[config.mk]
export PLATFORM = sky130hd
export DESIGN_NAME = dcsram_lat_timer
export DESIGN_NICKNAME = d
export VERILOG_FILES = /design/src/rtl/dcsram_pkg.sv /design/src/rtl/dcsram_lat_timer.sv
export SDC_FILE = /design/constraint.sdc
export NUM_CORES = 1
export LEC_CHECK = 0
export BUFFER_PORTS_ARGS = -buffer_cell sky130_fd_sc_hd__buf_4
export CORE_MARGIN = 2
export CORE_UTILIZATION = 30
export CTS_CLUSTER_DIAMETER = 150
export DETAILED_ROUTE_END_ITERATION = 7
export SLEW_MARGIN = 0
export SYNTH_ARGS = -nofsm -noshare
export SYNTH_HDL_FRONTEND = slang
export SYNTH_SLANG_ARGS = --single-unit
[constraint.sdc]
create_clock -name clk -period 1.5 [get_ports clk]
set_input_delay 0.3 -clock clk [delete_from_list [all_inputs] [get_ports clk]]
set_output_delay 0.3 -clock clk [all_outputs]
set_load 0.005 [all_outputs]
[src/rtl/dcsram_pkg.sv]
package dcsram_pkg;
   typedef enum logic [1:0] {
      CYC_OFF      = 2'd0,
      CYC_WRITE    = 2'd1,
      CYC_READ_INT = 2'd2,
      CYC_READ_OUT = 2'd3
   } cyc_e;
endpackage

[src/rtl/dcsram_lat_timer.sv]
module dcsram_lat_timer
   import dcsram_pkg::*;
#(
   parameter int ADDR_W  = 11,
   parameter int ACC_LAT = 7
) (
   input  logic              clk,
   input  logic              rst_n,
   input  cyc_e              cyc,
   input  logic [ADDR_W-1:0] addr,
   output logic              ready,
   output logic [ADDR_W-1:0] addr_held
);
   localparam int CW = $clog2(ACC_LAT + 1);

   logic [CW-1:0]     cnt_q;
   logic              rd_q;
   logic [ADDR_W-1:0] addr_q;
   logic              reading;

   assign reading   = (cyc == CYC_READ_INT) || (cyc == CYC_READ_OUT);
   assign ready     = (cnt_q == CW'(ACC_LAT));
   assign addr_held = addr_q;

   always_ff @(posedge clk) begin
      if (!rst_n) begin
         cnt_q  <= '0;
         rd_q   <= 1'b0;
         addr_q <= '0;
      end else begin
         rd_q   <= reading;
         addr_q <= addr;
         if (!reading)                     cnt_q <= '0;
         else if (!rd_q || addr != addr_q) cnt_q <= CW'(1);
         else if (!ready)                  cnt_q <= cnt_q + CW'(1);
      end
   end
endmodule

# Yosys cells after proc, flatten, opt, wreduce, memory -nomap -nowiden
# Index checks and enable logic that the tools add are counted.
dict set report totals {
  register_bits 15
  output_inout_bits 12
}
dict set report classes {
  add_sub_neg 1
  n_eq_ne 5
  n_mux 2
  bitwise_logic 2
  reduce_logical 5
}
# op n
set op_table {}
lappend op_table {{!= test 11 bit} 1}
lappend op_table {{equality test 2 bit, second input constant} 2}
lappend op_table {{adder 3 x 1 -> 3 bit, second input constant} 1}
lappend op_table {{equality test 3 bit, second input constant} 1}
lappend op_table {{OR reduction 3 bit} 1}
lappend op_table {{logical OR 1 bit} 2}
lappend op_table {{2-to-1 mux 1 bit} 2}
lappend op_table {{!= test 2 x 1 -> 1 bit, second input constant} 1}
lappend op_table {{NOT 1 bit} 2}
lappend op_table {{AND reduction 2 bit} 1}
lappend op_table {{zero test 1 bit} 1}

# Depth between registers and ports, before layout
# Gate-level depths: netlist of the first run.
dict set report depth {
  depth_word 4
  mapped_depth 4
}

# Least setup slack after synthesis of the first run
# No wires, ideal clock.
dict set report synth_timing {
  path_type {reg2reg}
  startpoint {register addr_q[8], in the netlist addr_held[8]}
  endpoint {register cnt_q[0]}
  setup_time_ns 0.120
  arrival_ns 1.169
  required_time_ns 1.380
  slack_ns 0.211
  stages_incl_launch_ff 5
  path_cell_list {dfxtp_1 xor2_1 nor4_1 nand4_1 o31a_1}
}
dict set report synth_between {
  elab_chain_len 3
}
# item line_no
set synth_rtl {}
lappend synth_rtl {{start: declaration} dcsram_lat_timer.sv:18} ;# logic [ADDR_W-1:0] addr_q;
lappend synth_rtl {{start signal: assignment} dcsram_lat_timer.sv:32} ;# addr_q <= addr;
lappend synth_rtl {{!= test 11 bit (*)} dcsram_lat_timer.sv:34} ;# else if (!rd_q || addr != addr_q) cnt_q <= CW'(1);
lappend synth_rtl {{logical OR 1 bit (*)} dcsram_lat_timer.sv:34}
lappend synth_rtl {{!= test 2 x 1 -> 1 bit (no source line) / 2-to-1 mux 1 bit (equally long branches)} --}
lappend synth_rtl {{end signal: assignment} dcsram_lat_timer.sv:35} ;# else if (!ready) cnt_q <= cnt_q + CW'(1);
lappend synth_rtl {{end: declaration} dcsram_lat_timer.sv:16} ;# logic [CW-1:0] cnt_q;
# Every way passes the cells marked *; elsewhere a longest branch is shown, timed or not.
# A chain may end at the register's enable or synchronous reset.

# Worst setup path in the final report of the first run
# Ends and elaborated chain as after synthesis.

==> impl_metrics.toml, run 1 <==
[hold_path]
worstHoldPathType = "input pin to flip-flop"
min-delay-start = "addr[6]"
hold_crit_depth = 2
hold-path-endpoint = "addr_held[6]$_SDFF_PN0_"

[die]
boundaryPins = 27
die-height_um = 47.8
fp-row-count = 15
initial_core_util_pct = 32.6
core-area_um2 = 1760
die_w_um = 47.8
die_area_um2 = 2280

[layout]
antenna_fix_cells = 0
finalNonFillerCells = 105
layout-area-overhead-vs-synth_pct = 45.8
finalCoreUtilization_pct = 47.4
finalNetCount = 98
layout-drive-gt1-share_pct = 38.8

[placed_design]
post-place-cells = 101
port_buffers = 25
place.gp.congestion = 0.611
dpl_worst_slack_ns = -0.0459

[clock_tree]
cts_inserted_buffers = 3
max-clock-path-buffers = 2
cts.htree.levels = 1
cts-hold-fix-buffers = 0
clock_tree.root_cell = "sky130_fd_sc_hd__clkbuf_4"
tritoncts = "done"
clock-sinks = 15
clkSlewWorstSetupHoldPaths_ns = 0.08
clk-insertion-delay-late_ns = 0.27

[critical_path]
setup.reg_to_reg.worst_slack_ns = 0.07
critical_path.slowest_cell = "sky130_fd_sc_hd__dfxtp_1"
critPathArrivalTime_ns = 1.60
critPathKind = "flip-flop to flip-flop"
timing.critical_path.from_type = "flip-flop"
setup.worst_path.end_class = "flip-flop"
worstPathCellList = "xor2_1 -> nor4_2 -> nand4_1 -> o31a_1"
r2r-start = "addr_held[8]$_SDFF_PN0_"
startpoint = "addr_held[8]$_SDFF_PN0_"
cell_family_contributing_the_most_delay_on_the_critical_path = "simple AND/OR/NAND/NOR gates"
timing.critical_path.slowest_cell_delay_ns = 0.33
cp_num_buf_inv = 0
worst_ep_required_time_ns = 1.67
crit_fanout = 3
critical_path.reg2reg.endpoint = "cnt_q[0]$_SDFFE_PN0P_"
reg2regPathDepth = 4

[synth]
synth.top_cell.area_share_pct = 52.3
synth_nets = 69
synth_area_per_cell_um2 = 11.0
post-synth-top-count-cell = "sky130_fd_sc_hd__dfxtp_1"
synthDominantAreaCellType = "sky130_fd_sc_hd__dfxtp_1"
register_bit_count_reported_by_yosys = 15
post_synth_most_frequent_cells = "sky130_fd_sc_hd__dfxtp_1 (15), sky130_fd_sc_hd__and2_1 (11), sky130_fd_sc_hd__xnor2_1 (6), sky130_fd_sc_hd__xor2_1 (6), sky130_fd_sc_hd__nor4_1 (3)"
ys.flop_type = "sky130_fd_sc_hd__dfxtp_1"
netlist_top_cells_area = "sky130_fd_sc_hd__dfxtp_1 (52%), sky130_fd_sc_hd__and2_1 (12%), sky130_fd_sc_hd__xnor2_1 (9.2%)"
synth_enable_flop_cells = 0
post_synth_inst_count = 52
synth.yosys.warnings = 0
ys_seq_area_share_pct = 52.3
synth.cell_area_um2 = 574
synthArstFlopShare_pct = 0
ys_types = 13

[grt]
grt_start_max_net_pins = 13
grt_pass1_wl_mm = 1.62
globalRoute.totalOverflow = 0
grt_use_total_pct = 10.2
number_of_global_route_vias_before_repair = 425
initial_antenna_violation_count = 0

[pwr]
power.net_switching_w = 0.000167
p_int_w = 0.000587
p_leak_nw = 0.369
sw_ratio_pct = 22.2
share_clk_of_total_power_pct = 29.1
power-per-cell-area_nw_per_um2 = 901
share_comb_of_total_power_pct = 14.0
worst_ir_drop_vdd_uv = 461
power.share.sequential_pct = 56.8

[timing]
setup_viol = 0
finalCritPeriodShare_pct = 95.4
fin_worst_skew_ns = 0.000374
slew_violations = 0
finalHoldViolations = 0
worst_tran_pin_value_ns = 0.252
timing.final.crit_period_ns = 1.43
clock.fmax_mhz = 699
fin_worst_hold_slack_ns = 0.244
fin_ws_ns = 0.0684
max-slew-margin-rel_pct = 83.0

[routing]
detail_route.wl_per_cell_um = 10.2
final_antenna_net_count = 0
post_route_drc_violation_count = 0
initialDrtViolationCount = 4
route.detailed.vias_per_inst = 4.18
detail_route.first_pass.iterations = 2
drt_wl_total_mm = 1.07
dr_total_vias = 439

[outcome]
outcome = "finished clean"

[run]
timing.max_cap.violations = 0
[routing by layer]
metal / GRT usage (%) / vias to the layer above / wire length, µm
li1: - / 225 / -
met5: 0 / - / 0
met2: 14.4 / 14 / 534
met1: 14.7 / 200 / 459
met3: 3.02 / 0 / 74
met4: 3.24 / 0 / 0
[cells in the final DEF, fill, tap and decap left out]
cell,instances
sky130_fd_sc_hd__buf_4,25
sky130_fd_sc_hd__nor4_1,2
sky130_fd_sc_hd__and2_1,11
sky130_fd_sc_hd__clkbuf_1,1
sky130_fd_sc_hd__nand4_1,2
sky130_fd_sc_hd__xnor2_1,6
sky130_fd_sc_hd__inv_1,1
sky130_fd_sc_hd__xor2_1,6
sky130_fd_sc_hd__mux2i_1,2
sky130_fd_sc_hd__ha_2,1
sky130_fd_sc_hd__ha_4,1
sky130_fd_sc_hd__dfxtp_1,15
sky130_fd_sc_hd__o31a_1,1
sky130_fd_sc_hd__nand2_1,1
sky130_fd_sc_hd__nor4_2,1
sky130_fd_sc_hd__clkbuf_4,3
sky130_fd_sc_hd__nor2_1,1
[worst max path at each step]
stage | endpoint | depth (start not counted)
6_report | cnt_q[0]$_SDFFE_PN0P_ | 4
5_1_grt | cnt_q[0]$_SDFFE_PN0P_ | 4
4_1_cts | ready | 3
3_5_place_dp | cnt_q[0]$_SDFFE_PN0P_ | 5
3_3_place_gp | cnt_q[0]$_SDFFE_PN0P_ | 5
2_1_floorplan | cnt_q[0]$_SDFFE_PN0P_ | 4
[per-stage QoR]
stage / area, µm² / setup TNS (ns) / power (W)
after floorplan: 574 / 0 / 0.000480
after global placement: 790 / -0.0286 / 0.000541
after detailed placement: 790 / -0.0459 / 0.000543
after CTS: 818 / 0 / 0.000762
after global routing: 837 / -0.00226 / 0.000795
final: 837 / 0 / 0.000754
[cells by family after synthesis]
| logic type | count (synthesis) | share of synthesized area, % |
|---|---|---|
| and+or+nand+nor | 18 | 18.7 |
| DFF | 15 | 52.3 |
| xor gates and xnor gates | 12 | 18.3 |
| buffers and inverters | 2 | 1.31 |
| muxes | 2 | 3.49 |
| adders and majority gates | 2 | 4.36 |
| AOI/OAI and AO/OA | 1 | 1.53 |
[power by group through the flow]
stage               Clock [W]  Sequential (W)  Combinational [W]
floorplan                   0        0.000439          0.0000415
global placement            0        0.000438           0.000103
detailed placement          0        0.000438           0.000104
CTS                  0.000228        0.000429           0.000105
global route         0.000246        0.000431           0.000118
finish               0.000219        0.000429           0.000106
[cell type report]
type,count,area (µm²)
well taps,25,31.3
repair buffers,25,188
inverters,1,3.75
multi-input cells,35,288
flip-flops and latches,15,300
fillers,179,927
clock buffers,4,26.3
[sequential cells by signal, indices dropped and copies added, names as in the netlist]
register / cells
addr_held: 11
cnt_q: 3
rd_q: 1
[what timing repair did]
item,4_1_cts,5_1_grt
gates resized for setup,1,3
gates cloned,0,0
setup endpoints to repair,1,4
buffers inserted,0,0
(Power assumes the default switching activity.)
==> run 2: changes to the inputs <==
--- a/config.mk
+++ b/config.mk
@@ -10,6 +10,7 @@
 export CORE_UTILIZATION = 30
 export CTS_CLUSTER_DIAMETER = 150
 export DETAILED_ROUTE_END_ITERATION = 7
+export SETUP_SLACK_MARGIN = 0.1
 export SLEW_MARGIN = 0
 export SYNTH_ARGS = -nofsm -noshare
 export SYNTH_HDL_FRONTEND = slang
==> run 2 against run 1 <==
- die area unchanged
- clock power hardly changed
- worst hold slack barely moved
- clock skew grew 0.0011 ns
- core utilization up 1.1 points
- first-iteration DRC count increased by 25%
- register-to-register slack gained 0.07 ns
- global-route usage is 0.31 points higher
- non-clock buffer count grew 2
==> impl_metrics.toml, run 2 (synthesis gave the netlist of run 1 again) <==
[hold_path]
hold-path-endpoint = "addr_held[9]$_SDFF_PN0_"
hold_crit_depth = 2
min-delay-start = "addr[9]"
worstHoldPathType = "input pin to flip-flop"

[layout]
final-seq-area_um2 = 304
layout-area-overhead-vs-synth_pct = 49.0
finalCoreUtilization_pct = 48.5
layout-drive-gt1-share_pct = 43.9
layout.cells.most_common_list = "sky130_fd_sc_hd__buf_4 (27), sky130_fd_sc_hd__dfxtp_1 (12), sky130_fd_sc_hd__and2_1 (11), sky130_fd_sc_hd__xor2_1 (6), sky130_fd_sc_hd__xnor2_1 (6)"
multiInputGateArea_um2 = 288
finalNetCount = 100
layout.cell_area.non_filler_um2 = 856
layout_commonest_cell = "sky130_fd_sc_hd__buf_4"
largest_register_ff_count = 11
nFillCells = 185
finalNonFillerCells = 107
antenna_fix_cells = 0

[clock_tree]
tritoncts = "done"
cts_inserted_buffers = 3
cts-hold-fix-buffers = 0
clock_tree.root_cell = "sky130_fd_sc_hd__clkbuf_4"
clk-insertion-delay-late_ns = 0.27
max-clock-path-buffers = 2
clkSlewWorstSetupHoldPaths_ns = 0.08
cts.htree.levels = 1
clock-sinks = 15

[critical_path]
startpoint = "cnt_q[0]$_SDFFE_PN0P_"
critPathKind = "flip-flop to output port"
setup.reg_to_reg.worst_slack_ns = 0.14
critPathArrivalTime_ns = 1.06
reg2regPathDepth = 4
setup.worst_path.end_class = "output port"
crit_fanout = 2
r2r-start = "addr_held[4]$_SDFF_PN0_"
critical_path.reg2reg.endpoint = "cnt_q[0]$_SDFFE_PN0P_"
worst_ep_required_time_ns = 1.20
timing.critical_path.from_type = "flip-flop"

[placed_design]
port_buffers = 25
area_after_dpl_um2 = 790
place.gp.congestion = 0.611
post-place-cells = 101

[die]
fp-row-count = 15
core-area_um2 = 1760
die_w_um = 47.8
boundaryPins = 27
die_area_um2 = 2280
die-height_um = 47.8
initial_core_util_pct = 32.6

[grt]
grt_pass1_wl_mm = 1.68
globalRoute.totalOverflow = 0
number_of_global_route_vias_before_repair = 434
initial_antenna_violation_count = 0
grt_use_total_pct = 10.5
grt_start_max_net_pins = 13

[routing]
dr_total_vias = 447
detail_route.first_pass.iterations = 2
final_antenna_net_count = 0
detail_route.wl_per_cell_um = 10.0
route.detailed.vias_per_inst = 4.18
drt_wl_total_mm = 1.08
post_route_drc_violation_count = 0
initialDrtViolationCount = 5

[timing]
finalHoldViolations = 0
clock.fmax_mhz = 733
slew_violations = 0
finalCritPeriodShare_pct = 90.9
setup_viol = 0
rsz0062_at_grt = "yes"
fin_worst_hold_slack_ns = 0.244
timing.final.crit_period_ns = 1.36
max-slew-margin-rel_pct = 83.0
worst_tran_pin_value_ns = 0.252
fin_worst_skew_ns = 0.00146

[pwr]
power-per-cell-area_nw_per_um2 = 884
worst_ir_drop_vdd_uv = 458
p_leak_nw = 0.379

[outcome]
outcome = "finished clean"

[run]
timing.max_cap.violations = 0
run 2: cell count changes in the layout (fill, tap and decap cells not counted):
cell                      previous run  this run
sky130_fd_sc_hd__buf_4              25        27
sky130_fd_sc_hd__dfxtp_1            15        12
sky130_fd_sc_hd__dfxtp_2             0         3
run 2: layer usage:
layer / track usage [%] / part of all wire [%] / wire length, µm / vias up
met1: 15.4 / 43 / 465 / 204
li1: - / - / - / 229
met2: 14.7 / 50 / 540 / 14
met3: 3.02 / 6.3 / 68 / 0
met5: 0 / 0 / 0 / -
met4: 3.24 / 0 / 0 / 0
run 2: stage by stage:
stage / power (W) / worst slack (ns) / setup TNS (ns)
after floorplan: 0.000480 / 0.211 / 0
after global placement: 0.000541 / -0.0286 / -0.0286
after detailed placement: 0.000543 / -0.0459 / -0.0459
after CTS: 0.000766 / 0.106 / 0
after global routing: 0.000798 / 0.0524 / 0
final: 0.000756 / 0.136 / 0
run 2: repair_timing:
action,in CTS,in global routing
gates resized for setup,6,1
pin swaps,4,4
setup endpoints to repair,2,4
setup buffers,2,0
cloned,0,0
run 2: area by class of cell:
class                   instances  area share (%)
clock buffers                   4            3.07
multi-input cells              35            33.6
well taps                      25            3.65
inverters                       1           0.439
flip-flops and latches         15            35.5
repair buffers                 27            23.7
run 2: worst max path at each step:
stage                                  endpoint  slack, ns  depth (start not counted)
after floorplan           cnt_q[0]$_SDFFE_PN0P_       0.21                          4
after global placement    cnt_q[0]$_SDFFE_PN0P_      -0.03                          5
after detailed placement  cnt_q[0]$_SDFFE_PN0P_      -0.05                          5
after CTS                 cnt_q[0]$_SDFFE_PN0P_       0.11                          4
after global routing      cnt_q[0]$_SDFFE_PN0P_       0.05                          4
final                                     ready       0.14                          3
run 2: critical path, stage by stage (launching register included):
cell	delay [ns]
sky130_fd_sc_hd__dfxtp_2	0.33
sky130_fd_sc_hd__ha_2	0.19
sky130_fd_sc_hd__ha_4	0.15
sky130_fd_sc_hd__buf_4	0.13
run 2: power breakdown:
part           internal [W]  switching (W)
Sequential         0.000418      0.0000114
Combinational     0.0000686      0.0000397
Clock              0.000103       0.000116
